**src/rtl/cfg_ldr_pkg.sv**
```systemverilog
package cfg_ldr_pkg;
  typedef enum logic [1:0] {OP_START, OP_STOP, OP_WRITE, OP_READ} i2c_op_e;

  typedef enum logic [2:0] {
    SQ_START, SQ_DEVW, SQ_WADDR, SQ_RSTART, SQ_DEVR, SQ_READ, SQ_STOP, SQ_DONE
  } seq_state_e;

  localparam int unsigned REC_BYTES = 8;
  localparam int unsigned IDX_W     = $clog2(REC_BYTES);
  localparam logic [7:0]  SIG_VALUE = 8'h58;
endpackage

```
**src/rtl/cfg_ldr_tick.sv**
```systemverilog
module cfg_ldr_tick #(
  parameter int unsigned QTR_DIV = 250
) (
  input  logic clk_i,
  input  logic rst_ni,
  input  logic en_i,
  output logic tick_o
);
  localparam int unsigned CW = $clog2(QTR_DIV + 1);
  localparam logic [CW-1:0] LAST = CW'(QTR_DIV - 1);

  logic [CW-1:0] cnt_q;

  always_ff @(posedge clk_i or negedge rst_ni) begin
    if (!rst_ni)            cnt_q <= '0;
    else if (!en_i)         cnt_q <= '0;
    else if (cnt_q == LAST) cnt_q <= '0;
    else                    cnt_q <= cnt_q + 1'b1;
  end

  assign tick_o = en_i && (cnt_q == LAST);

  AST_TICK_RANGE: assert property (@(posedge clk_i) disable iff (!rst_ni)
    cnt_q <= LAST);
endmodule

```
**src/rtl/cfg_ldr_i2c_phy.sv**
```systemverilog
module cfg_ldr_i2c_phy import cfg_ldr_pkg::*; (
  input  logic       clk_i,
  input  logic       rst_ni,
  input  logic       tick_i,
  input  logic       req_i,
  input  i2c_op_e    op_i,
  input  logic [7:0] wdata_i,
  input  logic       ack_send_i,
  input  logic       sda_i,
  output logic       busy_o,
  output logic       done_o,
  output logic [7:0] rdata_o,
  output logic       ack_rx_o,
  output logic       scl_oe_o,
  output logic       sda_oe_o
);
  logic       act_q, act_d, done_q, done_d, ackr_q, ackr_d, acks_q, acks_d;
  i2c_op_e    op_q, op_d;
  logic [3:0] bit_q, bit_d;
  logic [1:0] qtr_q, qtr_d;
  logic [7:0] sh_q, sh_d;
  logic       scl_q, sda_q, upd;
  logic [1:0] lv;

  // {scl_oe, sda_oe} for the quarter being entered
  function automatic logic [1:0] lines(i2c_op_e op, logic [1:0] q, logic [3:0] b,
                                       logic d7, logic ak);
    logic low_q;
    low_q = (q == 2'd0) || (q == 2'd3);
    case (op)
      OP_START: return {low_q, q[1]};
      OP_STOP:  return {q == 2'd0, !q[1]};
      OP_WRITE: return {low_q, (b == 4'd8) ? 1'b0 : !d7};
      default:  return {low_q, (b == 4'd8) ? ak : 1'b0};
    endcase
  endfunction

  always_comb begin
    act_d = act_q; op_d = op_q; bit_d = bit_q; qtr_d = qtr_q; sh_d = sh_q;
    ackr_d = ackr_q; acks_d = acks_q; done_d = 1'b0;
    if (!act_q) begin
      if (req_i) begin
        act_d = 1'b1; op_d = op_i; bit_d = '0; qtr_d = '0;
        sh_d = wdata_i; acks_d = ack_send_i;
      end
    end else if (tick_i) begin
      if (qtr_q == 2'd2) begin
        if (op_q == OP_READ && bit_q != 4'd8) sh_d = {sh_q[6:0], sda_i};
        if (op_q == OP_WRITE && bit_q == 4'd8) ackr_d = !sda_i;
      end
      if (qtr_q == 2'd3) begin
        if (op_q == OP_START || op_q == OP_STOP || bit_q == 4'd8) begin
          act_d = 1'b0; done_d = 1'b1;
        end else begin
          bit_d = bit_q + 1'b1; qtr_d = '0;
          if (op_q == OP_WRITE) sh_d = {sh_q[6:0], 1'b0};
        end
      end else begin
        qtr_d = qtr_q + 1'b1;
      end
    end
    upd = act_d && (!act_q || tick_i);
    lv  = lines(op_d, qtr_d, bit_d, sh_d[7], acks_d);
  end

  always_ff @(posedge clk_i or negedge rst_ni) begin
    if (!rst_ni) begin
      act_q <= 1'b0; op_q <= OP_START; bit_q <= '0; qtr_q <= '0; sh_q <= '0;
      ackr_q <= 1'b0; acks_q <= 1'b0; done_q <= 1'b0; scl_q <= 1'b0; sda_q <= 1'b0;
    end else begin
      act_q <= act_d; op_q <= op_d; bit_q <= bit_d; qtr_q <= qtr_d; sh_q <= sh_d;
      ackr_q <= ackr_d; acks_q <= acks_d; done_q <= done_d;
      if (upd) begin
        scl_q <= lv[1];
        sda_q <= lv[0];
      end
    end
  end

  assign busy_o   = act_q;
  assign done_o   = done_q;
  assign rdata_o  = sh_q;
  assign ack_rx_o = ackr_q;
  assign scl_oe_o = scl_q;
  assign sda_oe_o = sda_q;

  AST_SDA_SCL_LOW: assert property (@(posedge clk_i) disable iff (!rst_ni)
    (!$stable(sda_q) && (op_q == OP_WRITE || op_q == OP_READ)) |-> (scl_q && $past(scl_q)));
  AST_RD_RELEASE: assert property (@(posedge clk_i) disable iff (!rst_ni)
    (act_q && op_q == OP_READ && bit_q != 4'd8) |-> !sda_q);
endmodule

```
**src/rtl/cfg_ldr_record.sv**
```systemverilog
module cfg_ldr_record import cfg_ldr_pkg::*; #(
  parameter logic [15:0] DEF_VID  = 16'hC0DE,
  parameter logic [15:0] DEF_PID  = 16'h0A11,
  parameter logic [7:0]  DEF_ATTR = 8'hA0,
  parameter logic [7:0]  DEF_PWR  = 8'h32
) (
  input  logic             clk_i,
  input  logic             rst_ni,
  input  logic             wr_i,
  input  logic [IDX_W-1:0] idx_i,
  input  logic [7:0]       byte_i,
  input  logic             commit_i,
  output logic [15:0]      vid_o,
  output logic [15:0]      pid_o,
  output logic [7:0]       attr_o,
  output logic [7:0]       pwr_o,
  output logic             loaded_o
);
  logic [7:0] vl_q, vh_q, pl_q, ph_q, at_q, pw_q, sg_q;

  always_ff @(posedge clk_i or negedge rst_ni) begin
    if (!rst_ni) begin
      vl_q <= '0; vh_q <= '0; pl_q <= '0; ph_q <= '0; at_q <= '0; pw_q <= '0; sg_q <= '0;
    end else if (wr_i) begin
      case (idx_i)
        3'd0: vl_q <= byte_i;
        3'd1: vh_q <= byte_i;
        3'd2: pl_q <= byte_i;
        3'd3: ph_q <= byte_i;
        3'd4: at_q <= byte_i;
        3'd5: pw_q <= byte_i;
        3'd7: sg_q <= byte_i;
        default: ; // reserved byte is dropped
      endcase
    end
  end

  always_ff @(posedge clk_i or negedge rst_ni) begin
    if (!rst_ni) begin
      vid_o <= DEF_VID; pid_o <= DEF_PID; attr_o <= DEF_ATTR; pwr_o <= DEF_PWR;
      loaded_o <= 1'b0;
    end else if (commit_i && sg_q == SIG_VALUE) begin
      vid_o <= {vh_q, vl_q}; pid_o <= {ph_q, pl_q}; attr_o <= at_q; pwr_o <= pw_q;
      loaded_o <= 1'b1;
    end
  end

  AST_LOAD_NEEDS_SIG: assert property (@(posedge clk_i) disable iff (!rst_ni)
    loaded_o |-> (sg_q == SIG_VALUE));
  AST_DFLT_UNLOADED: assert property (@(posedge clk_i) disable iff (!rst_ni)
    !loaded_o |-> (vid_o == DEF_VID && pid_o == DEF_PID && attr_o == DEF_ATTR && pwr_o == DEF_PWR));
endmodule

```
**src/rtl/cfg_eeprom_loader.sv**
```systemverilog
module cfg_eeprom_loader import cfg_ldr_pkg::*; #(
  parameter int unsigned QTR_DIV  = 250,
  parameter logic [6:0]  DEV_ADDR = 7'h50,
  parameter logic [15:0] DEF_VID  = 16'hC0DE,
  parameter logic [15:0] DEF_PID  = 16'h0A11,
  parameter logic [7:0]  DEF_ATTR = 8'hA0,
  parameter logic [7:0]  DEF_PWR  = 8'h32
) (
  input  logic        clk_i,
  input  logic        rst_ni,
  input  logic        sda_i,
  output logic        scl_oe_o,
  output logic        sda_oe_o,
  output logic [15:0] vid_o,
  output logic [15:0] pid_o,
  output logic [7:0]  attr_o,
  output logic [7:0]  max_pwr_o,
  output logic        done_o,
  output logic        loaded_o
);
  localparam logic [IDX_W-1:0] LAST_IDX = IDX_W'(REC_BYTES - 1);

  seq_state_e       st_q, st_d;
  logic             pend_q, full_q, issue, phy_req, phy_busy, phy_done, phy_ack;
  logic [IDX_W-1:0] idx_q;
  logic [7:0]       phy_rdata, wdata;
  i2c_op_e          op;
  logic             tick, rec_wr, commit;

  always_comb begin
    op = OP_START; wdata = '0; issue = 1'b1;
    case (st_q)
      SQ_DEVW:  begin op = OP_WRITE; wdata = {DEV_ADDR, 1'b0}; end
      SQ_WADDR: begin op = OP_WRITE; wdata = 8'h00; end
      SQ_DEVR:  begin op = OP_WRITE; wdata = {DEV_ADDR, 1'b1}; end
      SQ_READ:  op = OP_READ;
      SQ_STOP:  op = OP_STOP;
      SQ_DONE:  issue = 1'b0;
      default:  op = OP_START;
    endcase
  end

  assign phy_req = issue && !pend_q && !phy_busy;
  assign rec_wr  = (st_q == SQ_READ) && phy_done;
  assign commit  = (st_q == SQ_STOP) && phy_done && full_q;

  always_comb begin
    st_d = st_q;
    if (phy_done) begin
      case (st_q)
        SQ_START:  st_d = SQ_DEVW;
        SQ_DEVW:   st_d = phy_ack ? SQ_WADDR : SQ_STOP;
        SQ_WADDR:  st_d = phy_ack ? SQ_RSTART : SQ_STOP;
        SQ_RSTART: st_d = SQ_DEVR;
        SQ_DEVR:   st_d = phy_ack ? SQ_READ : SQ_STOP;
        SQ_READ:   st_d = (idx_q == LAST_IDX) ? SQ_STOP : SQ_READ;
        SQ_STOP:   st_d = SQ_DONE;
        default:   st_d = st_q;
      endcase
    end
  end

  always_ff @(posedge clk_i or negedge rst_ni) begin
    if (!rst_ni) begin
      st_q <= SQ_START; pend_q <= 1'b0; idx_q <= '0; full_q <= 1'b0;
    end else begin
      st_q <= st_d;
      if (phy_req)       pend_q <= 1'b1;
      else if (phy_done) pend_q <= 1'b0;
      if (rec_wr) begin
        idx_q <= idx_q + 1'b1;
        if (idx_q == LAST_IDX) full_q <= 1'b1;
      end
    end
  end

  cfg_ldr_tick #(.QTR_DIV(QTR_DIV)) i_tick (
    .clk_i, .rst_ni, .en_i(phy_busy), .tick_o(tick)
  );

  cfg_ldr_i2c_phy i_phy (
    .clk_i, .rst_ni, .tick_i(tick), .req_i(phy_req), .op_i(op), .wdata_i(wdata),
    .ack_send_i(idx_q != LAST_IDX), .sda_i, .busy_o(phy_busy), .done_o(phy_done),
    .rdata_o(phy_rdata), .ack_rx_o(phy_ack), .scl_oe_o, .sda_oe_o
  );

  cfg_ldr_record #(
    .DEF_VID(DEF_VID), .DEF_PID(DEF_PID), .DEF_ATTR(DEF_ATTR), .DEF_PWR(DEF_PWR)
  ) i_rec (
    .clk_i, .rst_ni, .wr_i(rec_wr), .idx_i(idx_q), .byte_i(phy_rdata), .commit_i(commit),
    .vid_o, .pid_o, .attr_o, .pwr_o(max_pwr_o), .loaded_o
  );

  assign done_o = (st_q == SQ_DONE);

  AST_DFLT_UNTIL_DONE: assert property (@(posedge clk_i) disable iff (!rst_ni)
    !done_o |-> (vid_o == DEF_VID && pid_o == DEF_PID && attr_o == DEF_ATTR && max_pwr_o == DEF_PWR));
  AST_DONE_STICKY: assert property (@(posedge clk_i) disable iff (!rst_ni)
    done_o |=> (done_o && $stable(loaded_o) && $stable(vid_o) && $stable(pid_o)));
  AST_IDLE_AFTER_DONE: assert property (@(posedge clk_i) disable iff (!rst_ni)
    done_o |-> (!scl_oe_o && !sda_oe_o));
  AST_LOADED_DONE: assert property (@(posedge clk_i) disable iff (!rst_ni)
    loaded_o |-> done_o);
endmodule

```
**config.mk**
```make
export PLATFORM = sky130hd
export DESIGN_NAME = cfg_eeprom_loader
export DESIGN_NICKNAME = d
export VERILOG_FILES = /design/src/rtl/cfg_ldr_pkg.sv /design/src/rtl/cfg_ldr_tick.sv /design/src/rtl/cfg_ldr_i2c_phy.sv /design/src/rtl/cfg_ldr_record.sv /design/src/rtl/cfg_eeprom_loader.sv
export SDC_FILE = /design/constraint.sdc
export NUM_CORES = 1
export LEC_CHECK = 0
export BUFFER_PORTS_ARGS = -buffer_cell sky130_fd_sc_hd__buf_2
export CORE_ASPECT_RATIO = 1.1
export CORE_MARGIN = 4
export CORE_UTILIZATION = 30
export DETAILED_ROUTE_END_ITERATION = 10
export HOLD_SLACK_MARGIN = 0.06
export PLACE_DENSITY = 0.43
export SLEW_MARGIN = 10
export SYNTH_ARGS = -nofsm -noshare
export SYNTH_HDL_FRONTEND = slang
export SYNTH_SLANG_ARGS = --single-unit
```
**constraint.sdc**
```tcl
create_clock -name clk_i -period 3.1 [get_ports clk_i]
set_clock_uncertainty 0.15 [all_clocks]
set_input_delay 0.62 -clock clk_i [delete_from_list [all_inputs] [get_ports clk_i]]
set_output_delay 0.62 -clock clk_i [all_outputs]
set_load 0.02 [all_outputs]
```
==> flow_summary.yaml, run 1 <==
logic_synthesis:
  synth.distinct_cells: 55
  postSynthCellCount: 464
  synth_fp_nets: 480
  avgSynthCellArea_um2: 13.1
  async_flop_share: 1.00
  yosys_most_used_dff: "dfrtp_1"
  synth-seq-cells: 143
  synth_warnings: 0
  synth_area_um2: 6100
  synth_edf_count: 0
  yosysSeqAreaShare: 0.590
setup_path:
  cp_max_fo: 5
  r2r_slack_ps: 510
  cp-start-kind: "flip-flop"
  r2r_start: "i_phy.bit_q[0]"
  ff2ff_path_depth: 9
  crit_type: "reg -> reg"
  r2r_end: "i_phy.scl_oe_o"
  end_kind: "flip-flop"
  cp.arrival_ps: 2770
  cp.required_ps: 3280
floorplanning:
  dieArea_um2: 22700
  die_w_um: 144
  start_util: 0.306
  pin_count: 55
  coreArea_um2: 19900
  die_y_um: 158
  placementRows: 54
route:
  num_vias: 3736
  wire_per_inst_um: 16.4
  drtIter0Drc: 160
  avgViaCountPerCell: 4.74
  wirelength_um: 13000
  drc: 0
  ant_nets: 0
  dr.pass1.iters: 4
global_route:
  antenna_found_initial: 0
  grt_pass1_vias: 3763
  grt.overflow.total: 0
  grt_max_degree: 78
  grt_pass1_wl_um: 20800
  grt_usage: 0.120
cells_and_area:
  final_common_cell: "dfrtp_1"
  final_nets: 540
  final_area_um2: 7210
  diodes: 0
  area_growth_pct: 18.3
  drive_above_1_share: 0.391
  layout_common_cells: "dfrtp_1, mux2_2, buf_2"
clock_tree:
  cts_made_buffers: 17
  cts_max_path_buffers: 2
  clk_pin_slew_ps: 60
  cts-hold-fix-buffers: 0
  root_buffer: "clkbuf_16"
  worst_skew_pair.late_latency_ps: 420
  cts_sinks: 143
  post-cts-setup-buffer-count: 0
  postCtsResizedCells: 0
  h-tree-depth: 4
  cts_tree: "built"
worst_hold_path:
  hold_path.class: "in -> async"
power:
  ir_drop_mv: 0.358
  p_leak_uw: 0.00354
  pwr_density_cell_nw_per_um2: 533
sta:
  relSlewSlack: 0.508
  finalHoldViolCount: 0
  layout_min_cycle_time_ps: 2590
  finalSetupViolCount: 0
  fin_crit_sh: 0.836
  timing.fmax_ghz: 0.386
  fin_setup_tns_ps: 0
  slew_viol_final: 0
  rsz0062_at_grt: "false"
  worstMarginPinSlew_ps: 737
place:
  dp_hpwl_um: 8560
  numPortBuffers: 54
  place_area_um2: 6660
  place_congestion: 0.754
outcome:
  status: "finished clean"
job:
  maxCapViolCount: 0
-- per-stage QoR --
stage	setup WS, ps	total power, µW	util	std cells	hold slack (ps)
after CTS	493	3910	0.362	789	107
after global routing	215	4010	0.362	789	116
final	508	3850	0.362	789	72.0
after detailed placement	488	1950	0.334	757	306
after floorplan	735	1900	-	464	174
after global placement	601	1950	0.334	757	299
-- cell type report --
class | instances | area, µm²
clock buffer | 21 | 450
clock inverter | 11 | 108
fill | 1967 | 12700
inverter | 14 | 52.6
multi-input combinational | 288 | 2350
sequential | 143 | 3600
tap | 252 | 315
timing repair buffer | 60 | 334
-- state kept, by name, indices dropped and copies added, names as in the netlist, 3 cells and up --
name           cells
i_phy.rdata_o      8
i_rec.vid_o       16
i_rec.pid_o       16
i_rec.pw_q         8
i_rec.attr_o       8
st_q               3
i_rec.ph_q         8
i_rec.vl_q         8
i_rec.sg_q         8
i_rec.vh_q         8
i_phy.bit_q        4
i_rec.pl_q         8
i_tick.cnt_q       8
idx_q              3
i_rec.pwr_o        8
i_rec.at_q         8
-- cell usage after synthesis, drive strengths merged (2+ instances only) --
cell type    n  area share
mux2i        8       0.013
dfstp       17       0.073
nor2        12      0.0074
mux2       101        0.19
xor2         4      0.0057
a211oi       2      0.0033
o311ai       2      0.0029
nand2       38       0.023
nand2b       5      0.0051
nor4         4      0.0062
or3          3      0.0031
ha          13       0.027
a21oi        5      0.0041
inv         14      0.0086
buf         14       0.012
nand3b       5      0.0062
a21o         4      0.0049
and4b        2      0.0033
o21ai       25       0.021
and3         8      0.0082
nand4        8      0.0082
xnor2        3      0.0043
nand3        8      0.0066
and4         2      0.0033
nor3         6      0.0049
clkbuf       5      0.0031
dfrtp      126        0.52
-- power breakdown --
| group | switching (µW) | internal, µW |
|---|---|---|
| clock | 802 | 1130 |
| sequential | 0 | 1870 |
| combinational | 37.0 | 5.14 |
| total | 839 | 3010 |
-- cell families (layout without fill, tap and decap cells) --
group | count (synthesis) | in the layout | share of synthesized area
AO/OA/AOI/OAI | 51 | 51 | 0.0548
multiplexers | 109 | 109 | 0.200
XOR/XNOR | 7 | 7 | 0.0101
flip-flops | 143 | 143 | 0.590
buffers and inverters | 33 | 106 | 0.0234
AND/OR/NAND/NOR | 107 | 107 | 0.0934
adder cells (fa/ha/maj) | 14 | 14 | 0.0283
-- layer usage --
layer	GRT usage	wire length (µm)	share of wire
met1	0.166	6370	0.49
met2	0.184	6030	0.47
met4	0.0404	138	0.011
met5	0	0	0
met3	0.0307	416	0.032
-- how the worst max path moves through the flow --
stage	startpoint	endpoint	slack (ps)	cells past startpoint
floorplan	i_phy.bit_q[0]	i_phy.sda_oe_o	730	8
CTS	i_phy.bit_q[0]	i_phy.sda_oe_o	490	8
global route	i_phy.bit_q[0]	i_phy.scl_oe_o	210	9
finish	i_phy.bit_q[0]	i_phy.scl_oe_o	510	9
global placement	i_phy.bit_q[0]	i_phy.sda_oe_o	600	8
detailed placement	i_phy.bit_q[0]	i_phy.sda_oe_o	490	8
-- critical path: stages (launching register included) --
cell	delay [ps]
dfrtp_1	400
inv_1	100
ha_1	230
and3b_1	230
o21ai_0	410
a21oi_1	120
o21ai_0	290
ha_1	280
o21a_1	100
o31ai_1	180
(Power assumes the default switching activity.)
==> run 2: changes to the inputs <==
- PLACE_DENSITY: 0.43 -> 0.45
- clock period: 3.1 -> 2.3 ns (I/O delays scaled with it)
==> flow_summary.yaml, run 2 (same netlist as run 1, synthesis figures left out) <==
outcome:
  status: "finished clean"
sta:
  timing.fmax_ghz: 0.445
  relSlewSlack: 0.634
  setup_slack_ps: 54.5
  worstMarginPinSlew_ps: 549
  layout_min_cycle_time_ps: 2250
  finalHoldViolCount: 0
  slew_viol_final: 0
  finalSetupViolCount: 0
  fin_crit_sh: 0.976
  rsz0062_at_grt: "true"
place:
  place_congestion: 0.814
  dpl_worst_slack_ps: 13.1
  numPortBuffers: 54
  dp_hpwl_um: 9390
  place_area_um2: 6940
power:
  pwr_density_cell_nw_per_um2: 687
  p_leak_uw: 0.00372
  power_uw: 5170
  ir_drop_mv: 0.510
global_route:
  grt_usage: 0.125
  grt_max_degree: 57
  antenna_found_initial: 0
  grt.overflow.total: 0
  grt_pass1_wl_um: 21900
  grt_pass1_vias: 4033
route:
  wirelength_um: 13500
  ant_nets: 0
  wire_per_inst_um: 16.4
  num_vias: 3945
  dr.pass1.iters: 4
  drtIter0Drc: 213
  drc: 0
  avgViaCountPerCell: 4.79
cells_and_area:
  drive_above_1_share: 0.437
  reg.largest.list: "i_rec.pid_o: 16 flops, i_rec.vid_o: 16 flops"
  regArea_um2: 3600
  area_growth_pct: 23.3
  final_common_cell: "dfrtp_1"
  diodes: 0
  final_nets: 575
  final_area_um2: 7520
  layout_common_cells: "dfrtp_1, mux2_2, buf_2"
  fillCellCount: 1907
  multi_input_area_um2: 2370
clock_tree:
  clk_pin_slew_ps: 70
  cts_sinks: 143
  worst_skew_pair.late_latency_ps: 420
  cts_max_path_buffers: 2
  root_buffer: "clkbuf_16"
  cts_tree: "built"
  h-tree-depth: 4
  cts_made_buffers: 17
floorplanning:
  start_util: 0.306
  placementRows: 54
  die_y_um: 158
  coreArea_um2: 19900
  die_w_um: 144
  pin_count: 55
  dieArea_um2: 22700
setup_path:
  cp.arrival_ps: 2390
  cp.required_ps: 2440
  end_kind: "flip-flop"
  r2r_slack_ps: 50
  cp-start-kind: "flip-flop"
  crit_type: "reg -> reg"
  cp_max_fo: 3
job:
  maxCapViolCount: 0
worst_hold_path:
  hold_path.class: "in -> reg"
## run 2: cell types whose count changed in the layout (fill, tap and decap cells not counted), sizes merged
cell,previous run,this run
buf,60,94
bufinv,1,0
clkbuf,21,18
clkinv,5,2
clkinvlp,2,5
dlygate4sd3,0,1
inv,17,21
## run 2: path summary, 6_finish.rpt
check	end	startpoint	depth (start not counted)
max in group asynchronous	i_rec.pid_o[9]	rst_ni	3
hold reg to reg	i_rec.loaded_o	i_rec.loaded_o	1
setup reg to reg	i_phy.sda_oe_o	i_phy.bit_q[0]	8
hold / removal	i_phy.ack_rx_o	sda_i	2
min in group asynchronous	i_rec.attr_o[2]	rst_ni	2
setup / recovery	i_phy.sda_oe_o	i_phy.bit_q[0]	8
## run 2: worst max-delay path, stage by stage (launching register included)
cell,delay [ps]
dfrtp_1,340
inv_1,50
ha_1,210
and3b_1,230
nor4_2,200
mux2_2,380
a211oi_2,220
mux2i_1,200
o311ai_1,110
## run 2: power by group
part / switching [µW] / internal [µW]
clock network: 1170 / 1420
registers: 0 / 2520
logic: 51.7 / 12.5
## run 2: per-stage QoR
stage               instances  hold slack [ps]  utilization  TNS [ps]
finish                    824              152        0.377         0
CTS                       824              129        0.376         0
floorplan                 464             14.4            -         0
detailed placement        791              301        0.348         0
global placement          791              298        0.348         0
global route              824              159        0.377      -232
## run 2: repair_timing
item	4_1_cts	5_1_grt
setup endpoints to repair	1	2
hold buffers	1	0
gates cloned	0	0
setup buffers	0	0
endpoints found under the hold margin	47	0
gates resized for setup	1	4
pin swaps	0	0
## run 2: final cells by class
cell class                 instances  area share
clock inverter                    14      0.0168
sequential                       143       0.479
multi-input combinational        288       0.315
inverter                          14     0.00699
clock buffer                      18      0.0571
tap                              252      0.0419
timing repair buffer              95      0.0830
## run 2: layer usage
layer / vias to the layer above / track usage / routed length (µm)
li1: 1854 / - / -
met1: 1981 / 0.169 / 6320
met2: 86 / 0.197 / 6410
met3: 24 / 0.0267 / 479
met4: 0 / 0.0471 / 276
met5: - / 0 / 0
==> run 3: changes to the inputs <==
- BUFFER_PORTS_ARGS: -buffer_cell sky130_fd_sc_hd__buf_2 -> default
- DONT_BUFFER_PORTS: default -> 1
- PLACE_DENSITY: 0.45 -> 0.42
==> flow_summary.yaml, run 3 (same netlist as run 1, synthesis figures left out) <==
outcome:
  status: "finished with violations"
  violations: "hold timing"
setup_path:
  crit_start: "i_tick.cnt_q[1]"
  cp-start-kind: "flip-flop"
  cp.arrival_ps: 2360
  crit_type: "reg -> reg"
  cp.depth: 8
  cp_max_fo: 6
  end_kind: "flip-flop"
  cp_cell_sequence: "inv_1 -> ha_4 -> buf_6 -> nand4_1 -> or4_1 -> a211oi_2 -> mux2i_1 -> o311ai_1"
  cp_num_buf_inv: 2
  cpPeakStageDelay_ps: 530
  cpLargestDelayFamily: "simple AND/OR/NAND/NOR gates"
  cp.required_ps: 2440
  ff2ff_path_depth: 8
  cp_slowest_cell: "or4_1"
  r2r_start: "i_tick.cnt_q[1]"
floorplanning:
  start_util: 0.306
  coreArea_um2: 19900
  placementRows: 54
  die_w_um: 144
  pin_count: 55
  dieArea_um2: 22700
  die_y_um: 158
sta:
  finalHoldViolCount: 143
  timing.fmax_ghz: 0.451
  slew_viol_final: 0
  finalSetupViolCount: 0
  fin_hold_ws_ps: -415
  fin_crit_sh: 0.963
  relSlewSlack: 0.649
  fin_setup_tns_ps: 0
  worstMarginPinSlew_ps: 526
  layout_min_cycle_time_ps: 2210
power:
  power_uw: 5290
  ir_drop_mv: 0.491
  p_leak_uw: 0.00348
  pwr_density_cell_nw_per_um2: 719
clock_tree:
  cts_made_buffers: 17
  cts_max_path_buffers: 2
  cts-hold-fix-buffers: 1
  root_buffer: "clkbuf_16"
  cts_tree: "built"
  clk_pin_slew_ps: 70
  h-tree-depth: 4
  worst_skew_pair.late_latency_ps: 420
  cts_sinks: 143
cells_and_area:
  final_area_um2: 7360
  area_growth_pct: 20.6
  final_nets: 527
  layout_common_cells: "dfrtp_1, mux2_2, buf_4"
  fillCellCount: 1927
  diodes: 0
  final_core_util: 0.369
  reg.largest.list: "i_rec.pid_o: 16 flops, i_rec.vid_o: 16 flops"
  drive_above_1_share: 0.395
  final_common_cell: "dfrtp_1"
route:
  wire_per_inst_um: 17.0
  wirelength_um: 13200
  avgViaCountPerCell: 4.79
  drc: 0
  ant_nets: 0
  dr.pass1.iters: 4
  drtIter0Drc: 120
  num_vias: 3716
global_route:
  grt.overflow.total: 0
  antenna_found_initial: 0
  grt_max_degree: 144
  grt_pass1_vias: 3817
  grt_pass1_wl_um: 21100
  grt_usage: 0.121
place:
  place_congestion: 0.773
  dp_hpwl_um: 8680
  numPortBuffers: 0
  place_area_um2: 6660
job:
  maxCapViolCount: 0
worst_hold_path:
  hold_path.class: "in -> async"
## run 3: cell types whose count changed in the layout (fill, tap and decap cells not counted), moves of 2 or more
cell | before | now
inv_8 | 4 | 2
bufinv_16 | 0 | 2
buf_2 | 53 | 0
ha_4 | 0 | 2
nor4_2 | 3 | 1
clkinvlp_4 | 5 | 3
inv_6 | 3 | 6
buf_4 | 37 | 43
## run 3: routing by layer
metal,vias up,track usage,wire length (µm)
li1,1759,-,-
met1,1880,0.155,5960
met2,64,0.196,6440
met3,13,0.0383,642
met4,0,0.0386,151
met5,-,0,0
## run 3: metrics by stage
step / worst slack [ps] / instances
5_1_grt: -28.5 / 776
2_1_floorplan: 58.7 / 464
4_1_cts: 16.6 / 771
3_3_place_gp: 43.1 / 738
3_5_place_dp: 6.00 / 738
6_report: 85.1 / 776
## run 3: worst paths after layout
path | endpoint | slack (ps)
setup reg to reg | i_phy.sda_oe_o | 90
hold reg to reg | full_q | 320
hold / removal | i_rec.attr_o[3] | -420
min in group clk_i | full_q | 320
max in group asynchronous | i_rec.vid_o[7] | 2130
setup / recovery | i_phy.sda_oe_o | 90
## run 3: timing repair
item,CTS,global route
gates cloned,0,0
setup buffers,0,5
endpoints found under the hold margin,144,143
pin swaps,0,5
endpoints found under the setup margin,1,9
gates resized for setup,1,14
## run 3: final cells by class
cell class              count  area (µm²)  area share
multi-input cells         288        2410       0.327
clock buffers              17         425      0.0578
well taps                 252         315      0.0429
inverters                  14        52.6     0.00714
flip-flops and latches    143        3600       0.489
repair buffers             47         384      0.0522
clock inverters            15         171      0.0233
## run 3: power by group
part | switching [µW] | internal (µW)
Sequential | 0 | 2520
Combinational | 0.667 | 1.20
Clock | 1140 | 1630
Total | 1140 | 4150
## run 3: worst reg2reg max path, cell delays in order (launching register included)
cell and delay, ps:
dfrtp_1 370, inv_1 90, ha_4 140, buf_6 110, nand4_1 110, or4_1 530
a211oi_2 270, mux2i_1 210, o311ai_1 110
